File: config.mk
export PLATFORM = sky130hd
export DESIGN_NAME = excl_monitor
export DESIGN_NICKNAME = d
export VERILOG_FILES = /design/src/rtl/excl_monitor.sv
export SDC_FILE = /design/constraint.sdc
export NUM_CORES = 1
export LEC_CHECK = 0
export BUFFER_PORTS_ARGS = -buffer_cell sky130_fd_sc_hd__buf_2
export CELL_PAD_IN_SITES_DETAIL_PLACEMENT = 2
export CELL_PAD_IN_SITES_GLOBAL_PLACEMENT = 2
export CORE_ASPECT_RATIO = 1.5
export CORE_UTILIZATION = 23
export DETAILED_ROUTE_END_ITERATION = 10
export PLACE_DENSITY_LB_ADDON = 0.15
export SYNTH_ARGS = -nofsm -noshare
export SYNTH_HDL_FRONTEND = slang
export SYNTH_SLANG_ARGS = --single-unit
export TNS_END_PERCENT = 1
File: constraint.sdc
create_clock -name clk -period 2.5 [get_ports clk]
set_clock_uncertainty 0.05 [all_clocks]
set_input_delay 0.75 -clock clk [delete_from_list [all_inputs] [get_ports clk]]
set_output_delay 0.75 -clock clk [all_outputs]
set_load 0.05 [all_outputs]
File: src/rtl/excl_monitor.sv
module excl_monitor #(
  parameter int ADDR_W    = 32,
  parameter int GRAN_LOG2 = 6,
  parameter int STAT_W    = 32
) (
  input  logic              clk,
  input  logic              rst_n,
  input  logic              cfg_global,
  input  logic              req_valid,
  input  logic [1:0]        req_op,
  input  logic [ADDR_W-1:0] req_addr,
  input  logic              snoop_valid,
  input  logic [ADDR_W-1:0] snoop_addr,
  input  logic              exc_entry,
  output logic              mem_we,
  output logic [STAT_W-1:0] xst_status,
  output logic              resv_held
);
  localparam int TAG_W = ADDR_W - GRAN_LOG2;
  localparam logic [1:0] OP_XLD = 2'd0, OP_XST = 2'd1, OP_ST = 2'd2, OP_CLR = 2'd3;

  logic             valid_q;
  logic [TAG_W-1:0] tag_q;

  wire [TAG_W-1:0] req_tag   = req_addr[ADDR_W-1:GRAN_LOG2];
  wire [TAG_W-1:0] snoop_tag = snoop_addr[ADDR_W-1:GRAN_LOG2];

  wire is_xld = req_valid && req_op == OP_XLD;
  wire is_xst = req_valid && req_op == OP_XST;
  wire is_st  = req_valid && req_op == OP_ST;
  wire is_clr = req_valid && req_op == OP_CLR;

  wire snoop_kill = valid_q && snoop_valid && (cfg_global || snoop_tag == tag_q);
  wire covered    = valid_q && (cfg_global || req_tag == tag_q);
  wire xst_pass   = is_xst && covered && !snoop_kill && !exc_entry;

  assign mem_we     = is_st || xst_pass;
  assign xst_status = STAT_W'(is_xst && !xst_pass);
  assign resv_held  = valid_q;

  always_ff @(posedge clk) begin
    if (!rst_n) begin
      valid_q <= 1'b0;
      tag_q   <= '0;
    end else if (is_xld && !exc_entry) begin
      valid_q <= 1'b1;
      tag_q   <= req_tag;
    end else if (exc_entry || is_clr || is_xst || snoop_kill) begin
      valid_q <= 1'b0;
    end
  end


  xld_arms_chk: assert property (@(posedge clk) disable iff (!rst_n)
    (is_xld && !exc_entry) |=> resv_held);

  xst_disarms_chk: assert property (@(posedge clk) disable iff (!rst_n)
    is_xst |=> !resv_held);

  global_snoop_chk: assert property (@(posedge clk) disable iff (!rst_n)
    (snoop_valid && cfg_global && !is_xld) |=> !resv_held);

  exc_clear_chk: assert property (@(posedge clk) disable iff (!rst_n)
    exc_entry |=> !resv_held);

  fail_no_write_chk: assert property (@(posedge clk) disable iff (!rst_n)
    (is_xst && xst_status != '0) |-> !mem_we);

  pass_needs_resv_chk: assert property (@(posedge clk) disable iff (!rst_n)
    (is_xst && mem_we) |-> resv_held);

  plain_keeps_chk: assert property (@(posedge clk) disable iff (!rst_n)
    (is_st && !exc_entry && !snoop_valid) |=> resv_held == $past(resv_held));
endmodule

Word level (Yosys, flattened, before mapping)
Cells that the tools add are included. Widths: inputs -> output; s select.

Logic and storage cells: 32. Output and inout port bits: 34. Input bits: 72. Flip-flop bits (word level): 27.

Reduce and logical (&&, ||, !) cells: 23. Eq/ne operators: 5. Muxes and demuxes: 2.

Operator list (number): $eq 26x26->1 (2); $logic_and 1x1->1 (12); $logic_or 1x1->1 (6); $eq 2x2->1 const B (2); $logic_not 1->1 (3); $eq 2x1->1 const B (1); $logic_not 2->1 (1); $mux 1 (2); $reduce_bool 2->1 (1).

Depth between registers and ports, before layout
Gate-level depths: netlist (run 1).

Depth in word-level cells: 8. Gate-level depth with buffers: 6. Gate-level depth less buffers: 5.

Worst setup path after synthesis (run 1)
OpenSTA, ideal clock, no wires.

Path kind: input to output. Start point: in req_addr[27]. End point: out mem_we. Arrival: 2.118 ns. Path buffers: 0. Setup slack: -0.418 ns. Data required time: 1.700 ns. Stages on the path: 5. Path through: xnor2_1 nand4_1 nor4_1 a22oi_1 o22ai_1.

Longest elaborated chain between the ends: 7.

RTL lines: start, declared (line 11) `input logic [ADDR_W-1:0] req_addr,`; $eq 26x26->1 (line 34) `wire covered = valid_q && (cfg_global || req_tag == tag_q);`; $logic_or 1x1->1 (line 34); $logic_and 1x1->1 (line 34); $logic_and 1x1->1 (3 in a row) (line 35) `wire xst_pass = is_xst && covered && !snoop_kill && !exc_entry;`; $logic_or 1x1->1 (line 37) `assign mem_we = is_st || xst_pass;`; end, declared (line 15) `output logic mem_we,`.

No other way between the ends.

Final worst setup path (run 1)
Start point: in snoop_addr[11]. End point: out mem_we.

Longest elaborated chain between the ends: 7.

RTL lines: start, declared (line 13) `input logic [ADDR_W-1:0] snoop_addr,`; $eq 26x26->1 (line 33) `wire snoop_kill = valid_q && snoop_valid && (cfg_global || snoop_tag == tag_q);`; $logic_or 1x1->1 (line 33); $logic_and 1x1->1 (line 33); $logic_not 1->1 (line 35); $logic_and 1x1->1 (2 in a row) (line 35); $logic_or 1x1->1 (line 37).

No other way between the ends.

==> run summary, run 1 <==
Worst skew pair latency: 0.26 ns
Vias/cell: 4.134
Detail Placement HPWL: 4544 µm
Reg2Reg Depth: 6
Gate Count Post-Synth: 231
Area Overhead vs Synth: 35.73%
Max Cap Viol: 0
Reg-to-Reg Start: tag_q[5]
Synth async-reset ratio: 0%
DR WL/cell: 13.69 µm
Post-Route WL: 5738 µm
Sw frac: 32.84%
Data required, critical path: 1.70 ns
# fillers: 979
Buffers on Ports: 62
Critical path class: input pin to output pin
First-pass GRT wire length: 9101 µm
Row count: 40
Core Box Area: 0.008008 mm²
Sequential area share after synthesis: 28.53%
Initial antenna violation count: 0
Initial DRC count: 24
Top cells by area, synth: dfxtp_1 (29%), buf_4 (13%), xnor2_1 (12%), xor2_1 (12%), nand2_1 (11%)
Setup TNS Final: -0.8199 ns
Finished Core Util: 32.11%
Num Clock Sinks: 27
Routed Antenna Nets: 0
Die Y: 113.2 µm
Pin count of the biggest net entering global routing: 29
CTS Buffer Depth: 2
Post-CTS setup buffer count: 0
Top cells by count, synth: nand2_1 (56), buf_4 (33), dfxtp_1 (27)
Design Area, Final: 0.002571 mm²
Net Switching: 0.3734 mW
Fin. Hold Viols: 0
Failing checks: negative setup slack
Combinational Power Share: 27.1%
Final period util: 117.5%
Sequential power share: 39.3%
RD Place Congestion: 0.7208
Via count: 1732
CTS tree: built
Bufs and invs on worst path: 4
Status: finished with violations
Root Buffer: clkbuf_16
Final worst setup slack: -0.4370 ns
CP max stage cell: nor4_4
Max-slew violation count: 0
Residual DRC: 0
GR Overflow Total: 0
DRT Pass-1 Iters: 3
H-Tree Depth: 1
CP endpoint kind: output pin
Pint: 0.7637 mW
Minimum clock period: 2.937 ns
Top-count cell post-synth: nand2_1
Hold EP: tag_q[9]
Top Family by Delay on Critical Path: buffers and inverters
RSZ-0062 raised after global routing: true
Hold slack: 0.4439 ns
N_diodes: 0
Placed inst area: 0.002426 mm²
Yosys top cell by area: dfxtp_1
Worst EP arrival: 2.14 ns
Ys Warns: 0
Share of cells above drive strength 1: 34.39%
Max rail drop VDD: 0.0003383 V
Worst hold start: tag_q[9]
Post-synth EDFFs: 0
Most used DFF post-synth: dfxtp_1
Die Wd: 76.10 µm
Worst-path cell chain: buf_6 > xor2_2 > nor4_4 > buf_4 > nand4_1 > o21ai_2 > buf_4 > o22ai_4 > buf_6
Hold Path Cell Cnt: 2
Non-filler cells, final: 419
Part of the power in the clock network: 33.6%
Yosys reg bits: 27
Starting Density: 23.66%
Syn Area/Cell: 8.201 µm²
Synthesized area: 0.001894 mm²
Distinct cells, synth: 27
Post-synth top area share: 28.53%
Crit path max fanout: 3
FF-to-FF End: resv_held
PwrDens: 442.2 mW/mm²
Vias in the first global route: 1855
Fmax: 340.5 MHz
Placed Instances: 415
Clock Pin Slew Worst Setup and Hold Paths: 0.07 ns
Worst hold path class: flop to flop
Final nets: 387
Die area: 0.008611 mm²
Pleak: 1.121 nW
Ports: 106
Total GRT Usage: 13.82%
Overall Power: 1.137 mW
Setup WS pre-CTS: -0.7373 ns
Max stage delay on crit path: 0.31 ns
Inserted Clock Buffers: 3
R2R Setup Slk: 0.94 ns
Final setup fails: 2
CP Launch Type: input pin
==> repair_timing <==
action	in CTS	in global routing
pin swaps	3	0
endpoints found under the setup margin	2	2
gates resized for setup	10	1
hold buffers	0	0
==> cells by family after synthesis <==
kind of cell | count (synthesis) | share of synthesized area, %
AOI/OAI and AO/OA | 32 | 12.55
xor gates and xnor gates | 52 | 24.04
buffers and inverters | 41 | 15.52
DFF | 27 | 28.53
other | 1 | 0.1980
and+or+nand+nor | 78 | 19.15
==> placed cells by master, fill, tap and decap left out, types with 2 or more instances in the layout <==
master / instances
xor2_2: 2
nor4_1: 4
buf_2: 58
nand2_1: 56
buf_6: 3
xnor2_1: 22
nor4_4: 2
nand3_1: 2
xnor2_2: 4
xor2_1: 24
inv_1: 2
conb_1: 31
a21boi_1: 7
nand4_1: 7
clkbuf_16: 3
dfxtp_1: 27
buf_4: 27
a21boi_0: 19
==> layout make-up <==
cell class	count	area [µm²]	share of cell area (%)
clock buffers	4	78.83	3.066
inverters	2	7.507	0.2920
multi-input cells	193	1286	50.02
flip-flops and latches	27	540.5	21.02
well taps	105	131.4	5.109
repair buffers	88	526.8	20.49
==> registers in the layout, indices dropped and copies added (netlist names) <==
signal and count:
resv_held 1, tag_q 26
==> power groups by stage <==
stage,Sequential (mW),Combinational [mW],Clock [mW]
after floorplan,0.459,0.230,0
after global placement,0.457,0.300,0
after detailed placement,0.458,0.303,0
after CTS,0.448,0.313,0.404
after global routing,0.449,0.331,0.412
final,0.447,0.308,0.382
==> worst min-delay path, delay by kind of cell, from the launching register on <==
| family | cells | cell delay [ns] |
|---|---|---|
| DFF | 1 | 0.34 |
| and+or+nand+nor | 1 | 0.06 |
| AOI/OAI and AO/OA | 1 | 0.05 |
==> worst max path at each step <==
stage	start	end	slack [ns]	depth (start not counted)
after CTS	snoop_addr[11]	mem_we	-0.47	9
final	snoop_addr[11]	mem_we	-0.44	9
after detailed placement	snoop_addr[28]	mem_we	-0.74	9
after global routing	snoop_addr[11]	mem_we	-0.54	9
after floorplan	req_addr[9]	mem_we	-0.05	5
after global placement	snoop_addr[28]	mem_we	-0.75	9
==> per-layer routing <==
| metal | part of all wire (%) | track usage [%] | wire (µm) |
|---|---|---|---|
| met1 | 39 | 14.68 | 2222 |
| met2 | 56 | 28.06 | 3223 |
| met3 | 4.3 | 1.855 | 249 |
| met4 | 0.73 | 3.462 | 42 |
| met5 | 0 | 0 | 0 |
(Power assumes the default switching activity.)
==> run 2, diff against run 1 <==
CORE_UTILIZATION = 25   (was 23)
clock period = 3.75 ns   (was 2.5 ns; I/O delays follow)
==> run summary, run 2 (synthesis results as in run 1) <==
Status: finished clean
Via count: 1632 (-5.8%)
Initial DRC count: 19 (-21%)
Final nets: 365 (-5.7%)
RD Place Congestion: 0.7214 (about the same)
Share of cells above drive strength 1: 25.68% (-8.7 points)
Root Buffer: clkbuf_8
Vias in the first global route: 1684 (-9.2%)
Clock Pin Slew Worst Setup and Hold Paths: 0.10 ns (+0.03 ns)
N_diodes: 0 (unchanged)
Non-filler cells, final: 392 (-6.4%)
Area Overhead vs Synth: 19.22%
Worst skew pair latency: 0.28 ns (+0.02 ns)
Row count: 38 (-5.0%)
Critical path class: input pin to output pin
Total GRT Usage: 13.98% (+0.17 points)
Hold_buf cts: 0 (unchanged)
Pleak: 0.9487 nW (-15%)
Minimum clock period: 3.648 ns
Sequential power share: 45.4% (+6.1 points)
Max rail drop VDD: 0.0001114 V (-67%)
Worst EP arrival: 2.47 ns (+0.33 ns)
# fillers: 903 (-7.8%)
Initial antenna violation count: 0 (unchanged)
Top reg by flops: tag_q
Post-Route WL: 5384 µm (-6.2%)
Commonest cells after routing, fill and taps aside: buf_2 (60), nand2_1 (56), conb_1 (31), dfxtp_1 (27)
CTS Buffer Depth: 2 (unchanged)
Die Y: 108.6 µm (-4.0%)
Setup WS pre-CTS: -0.09291 ns (+0.6444 ns)
Placed Instances: 387 (-6.7%)
CTS tree: built
Ports: 106 (unchanged)
Max stage delay on crit path: 0.31 ns (about the same)
Worst hold path class: flop to flop
Max reg flops: 26 (unchanged)
Max Cap Viol: 0 (unchanged)
Final worst setup slack: 0.1018 ns (+0.5388 ns)
Part of the power in the clock network: 26.8% (-6.8 points)
Core Box Area: 0.007274 mm² (-9.2%)
Fmax: 274.1 MHz
Crit path max fanout: 2 (-1)
First-pass GRT wire length: 8314 µm (-8.6%)
Routed Antenna Nets: 0 (unchanged)
Slew headroom: 33.04%
DRT Pass-1 Iters: 2 (-1)
H-Tree Depth: 1 (unchanged)
CP max stage cell: nor4_2
Num Clock Sinks: 27 (unchanged)
Pin count of the biggest net entering global routing: 29 (unchanged)
Residual DRC: 0 (unchanged)
Inserted Clock Buffers: 3 (unchanged)
RSZ-0062 raised after global routing: true
Fin. Hold Viols: 0 (unchanged)
Actual slew at the worst max-slew pin: 1.004 ns
Most common cell after layout, fill and taps aside: buf_2
GR Overflow Total: 0 (unchanged)
Net Switching: 0.2329 mW (-38%)
Data required, critical path: 2.57 ns (+0.87 ns)
PwrDens: 291.9 mW/mm² (-34%)
Detail Placement HPWL: 4271 µm (-6.0%)
Buffers on Ports: 62 (unchanged)
Final setup fails: 0 (-2)
Bufs and invs on worst path: 2 (-2)
Die Wd: 73.08 µm (-4.0%)
Starting Density: 26.04% (+2.4 points)
Worst-path cell chain: buf_2 > xnor2_1 > nand4_1 > nor4_2 > a22oi_1 > o22ai_1 > buf_4
Sw frac: 35.33% (+2.5 points)
Pint: 0.4264 mW (-44%)
CP Launch Type: input pin
Combinational Power Share: 27.8% (+0.7 points)
Vias/cell: 4.163 (+0.72%)
Final period util: 97.29%
Top Family by Delay on Critical Path: simple AND/OR/NAND/NOR gates
DR WL/cell: 13.73 µm (+0.29%)
Die area: 0.007937 mm² (-7.8%)
Max-slew violation count: 0 (unchanged)
CP endpoint kind: output pin
==> run 2: changes by cell type in the layout (fill, tap and decap cells not counted), sizes merged <==
cell,change
buf,-22
==> run 2: final timing paths <==
| path | slack, ns | end | start | depth (start not counted) |
|---|---|---|---|---|
| max reg2reg | 2.09 | resv_held | tag_q[6] | 7 |
| min reg2reg | 0.46 | tag_q[10] | tag_q[10] | 2 |
| max | 0.10 | mem_we | req_addr[9] | 7 |
| min | 0.46 | tag_q[10] | tag_q[10] | 2 |
==> run 2: tightest hold or removal path: cells and delay by family, from the launching register on <==
family             cells  cell delay, ns
AOI/OAI and AO/OA      1            0.05
and+or+nand+nor        1            0.07
DFF                    1            0.35
==> run 2: stage by stage <==
| step | hold slack (ns) | area [µm²] | total power, mW | setup TNS [ns] | util, % |
|---|---|---|---|---|---|
| 3_5_place_dp | 0.4520 | 2178 | 0.4891 | -0.1114 | 29.95 |
| 4_1_cts | 0.4668 | 2235 | 0.6682 | 0 | 30.72 |
| 3_3_place_gp | 0.4313 | 2178 | 0.4879 | -0.02769 | 29.95 |
| 6_report | 0.4599 | 2258 | 0.6593 | 0 | 31.05 |
| 2_1_floorplan | 0.4214 | 2007 | 0.4541 | 0 | - |
| 5_1_grt | 0.4840 | 2258 | 0.6918 | -0.03851 | 31.05 |
==> run 2: cell type report <==
cell class / instances / area [µm²] / share of cell area, %
Clock buffer: 4 / 45.04 / 1.994
Inverter: 2 / 7.507 / 0.3324
Multi-Input combinational cell: 193 / 1191 / 52.74
Sequential cell: 27 / 540.5 / 23.93
Tap cell: 100 / 125.1 / 5.540
Timing Repair Buffer: 66 / 349.1 / 15.46
==> run 2: power by group through the flow <==
stage / Clock [mW] / Sequential (mW) / Combinational [mW]
6_report: 0.177 / 0.299 / 0.183
2_1_floorplan: 0 / 0.305 / 0.149
4_1_cts: 0.184 / 0.299 / 0.185
5_1_grt: 0.194 / 0.300 / 0.198
3_5_place_dp: 0 / 0.306 / 0.183
3_3_place_gp: 0 / 0.306 / 0.182
==> run 2: repair_timing <==
action                     in CTS  in global routing
pin swaps                       0                  4
hold endpoints to repair        0                  0
gates resized for setup         3                  3
setup buffers                   0                  1
setup endpoints to repair       2                  2
==> run 2: per-layer routing <==
metal	global-route usage [%]	wire (µm)
met1	16.13	2235
met2	26.39	2807
met3	1.756	278
met4	3.782	63
met5	0	0
==> run 3, diff against run 2 <==
CORE_ASPECT_RATIO = default   (was 1.5)
RECOVER_POWER = 50   (was default)
==> run summary, run 3 (synthesis results as in run 1) <==
Pin count of the biggest net entering global routing: 29 (unchanged)
RSZ-0062 raised after global routing: false
Residual DRC: 0 (unchanged)
Actual slew at the worst max-slew pin: 0.9878 ns (-0.01661 ns)
Crit path max fanout: 3 (+1)
Max rail drop VDD: 0.0001059 V (-5.0%)
Final setup fails: 0 (unchanged)
Detail Placement HPWL: 4166 µm (-2.5%)
Worst hold start: tag_q[9]
Vias/cell: 4.153 (-0.24%)
DRT Pass-1 Iters: 2 (unchanged)
Hold EP: tag_q[9]
Post-CTS setup buffer count: 0 (unchanged)
Worst-path cell chain: buf_2 > xor2_1 > nor4_1 > nand4_1 > o21ai_2 > o21a_1 > buf_4
Sequential power share: 45.5% (about the same)
Part of the power in the clock network: 26.6% (-0.2 points)
Clock Pin Slew Worst Setup and Hold Paths: 0.11 ns (about the same)
Net Switching: 0.2334 mW (+0.21%)
Sw frac: 35.54% (+0.21 points)
Post-Route WL: 5310 µm (-1.4%)
Die Wd: 89.05 µm (+22%)
Commonest cells after routing, fill and taps aside: buf_2 (58), nand2_1 (56), conb_1 (31), dfxtp_1 (27)
Worst skew pair latency: 0.28 ns (about the same)
Levels on crit path: 7 (unchanged)
H-Tree Depth: 1 (unchanged)
Placed Instances: 387 (unchanged)
Worst hold path class: flop to flop
PostCTS Resize Cnt: 4 (+1)
CP endpoint kind: output pin
Status: finished clean
Buffers on Ports: 62 (unchanged)
First-pass GRT wire length: 8121 µm (-2.3%)
Die area: 0.007929 mm² (about the same)
Top Family by Delay on Critical Path: simple AND/OR/NAND/NOR gates
Pleak: 0.9366 nW (-1.3%)
Design Area, Final: 0.002251 mm² (-0.33%)
Final period util: 97.27% (about the same)
Max Cap Viol: 0 (unchanged)
CTS Buffer Depth: 2 (unchanged)
CTS tree: built
Non-filler cells, final: 391 (-0.26%)
CP Launch Type: input pin
Max-slew violation count: 0 (unchanged)
Fin. Hold Viols: 0 (unchanged)
Reg2Reg Depth: 6 (-1)
Starting Density: 25.98% (-0.063 points)
DR WL/cell: 13.58 µm (-1.1%)
RD Place Congestion: 0.6768 (-6.2%)
Ports: 106 (unchanged)
Most common cell after layout, fill and taps aside: buf_2
Total GRT Usage: 13.84% (-0.15 points)
Final nets: 365 (unchanged)
Combinational Power Share: 27.8% (about the same)
Critical path class: input pin to output pin
Vias in the first global route: 1680 (-0.24%)
Core Box Area: 0.007292 mm² (+0.24%)
GR Overflow Total: 0 (unchanged)
Placed inst area: 0.002185 mm² (+0.29%)
Row count: 31 (-18%)
Die Y: 89.05 µm (-18%)
PwrDens: 291.8 mW/mm² (about the same)
R2R Setup Slk: 2.21 ns (+0.12 ns)
Reg-to-Reg Start: tag_q[22]
Worst EP arrival: 2.47 ns (about the same)
CP max stage cell: nor4_1
N_diodes: 0 (unchanged)
Share of cells above drive strength 1: 25.34% (-0.34 points)
FF-to-FF End: resv_held
Inserted Clock Buffers: 3 (unchanged)
Area Overhead vs Synth: 18.82%
Slew headroom: 34.15% (+1.1 points)
Pint: 0.4233 mW (-0.71%)
Routed Antenna Nets: 0 (unchanged)
Root Buffer: clkbuf_8
Top reg by flops: tag_q
Max stage delay on crit path: 0.39 ns (+0.08 ns)
Hold_buf cts: 0 (unchanged)
Num Clock Sinks: 27 (unchanged)
Fmax: 274.2 MHz (about the same)
Bufs and invs on worst path: 2 (unchanged)
Initial antenna violation count: 0 (unchanged)
Via count: 1624 (-0.49%)
Minimum clock period: 3.647 ns (-0.0007310 ns)
Max reg flops: 26 (unchanged)
Hold Path Cell Cnt: 2 (unchanged)
Data required, critical path: 2.57 ns (about the same)
Initial DRC count: 26 (+7)
-- run 3: cell types whose count changed in the layout (fill, tap and decap cells not counted), sizes merged --
cell / delta
buf: -2
clkinv: +1
clkbuf: +1
-- run 3: worst max path at each step --
stage / to / slack [ns] / from
after global placement: xst_status[0] / -0.06 / snoop_addr[28]
after global routing: xst_status[0] / 0.006 / snoop_addr[18]
after CTS: xst_status[0] / 0.05 / snoop_addr[28]
after detailed placement: xst_status[0] / -0.06 / snoop_addr[28]
final: xst_status[0] / 0.10 / snoop_addr[18]
after floorplan: mem_we / 0.08 / req_addr[27]
-- run 3: routing by layer --
layer	track usage, %	vias to the layer above	part of all wire (%)
met3	1.847	2	6.2
li1	-	811	-
met2	24.62	58	48
met4	3.896	0	0.75
met5	0	-	0
met1	17.51	753	45
-- run 3: area by class of cell --
type	count	area, µm²
clock buffers	3	41.29
clock inverters	1	5.005
fillers	913	5041
inverters	2	7.507
multi-input cells	193	1190
flip-flops and latches	27	540.5
well taps	99	123.9
repair buffers	66	342.8
-- run 3: worst min-delay path, stage by stage, from the launching register on --
cell and delay, ns:
dfxtp_1 0.35, nand2_1 0.06, a21boi_0 0.06
-- run 3: through the flow --
| stage | utilization (%) | TNS [ns] | power (mW) | hold WS [ns] | setup slack [ns] |
|---|---|---|---|---|---|
| after global placement | 29.96 | -0.06312 | 0.4877 | 0.4313 | -0.06312 |
| after CTS | 30.83 | 0 | 0.6701 | 0.4567 | 0.04530 |
| final | 30.87 | 0 | 0.6567 | 0.4614 | 0.1025 |
| after global routing | 30.87 | 0 | 0.6926 | 0.4959 | 0.005792 |
| after floorplan | - | 0 | 0.4541 | 0.4214 | 0.08173 |
| after detailed placement | 29.96 | -0.06266 | 0.4886 | 0.4410 | -0.06127 |
-- run 3: power groups by stage --
| stage | clock network [mW] | logic (mW) | registers, mW |
|---|---|---|---|
| after floorplan | 0 | 0.149 | 0.305 |
| final | 0.175 | 0.183 | 0.299 |
| after global placement | 0 | 0.182 | 0.306 |
| after CTS | 0.186 | 0.185 | 0.299 |
| after detailed placement | 0 | 0.183 | 0.306 |
| after global routing | 0.195 | 0.198 | 0.300 |
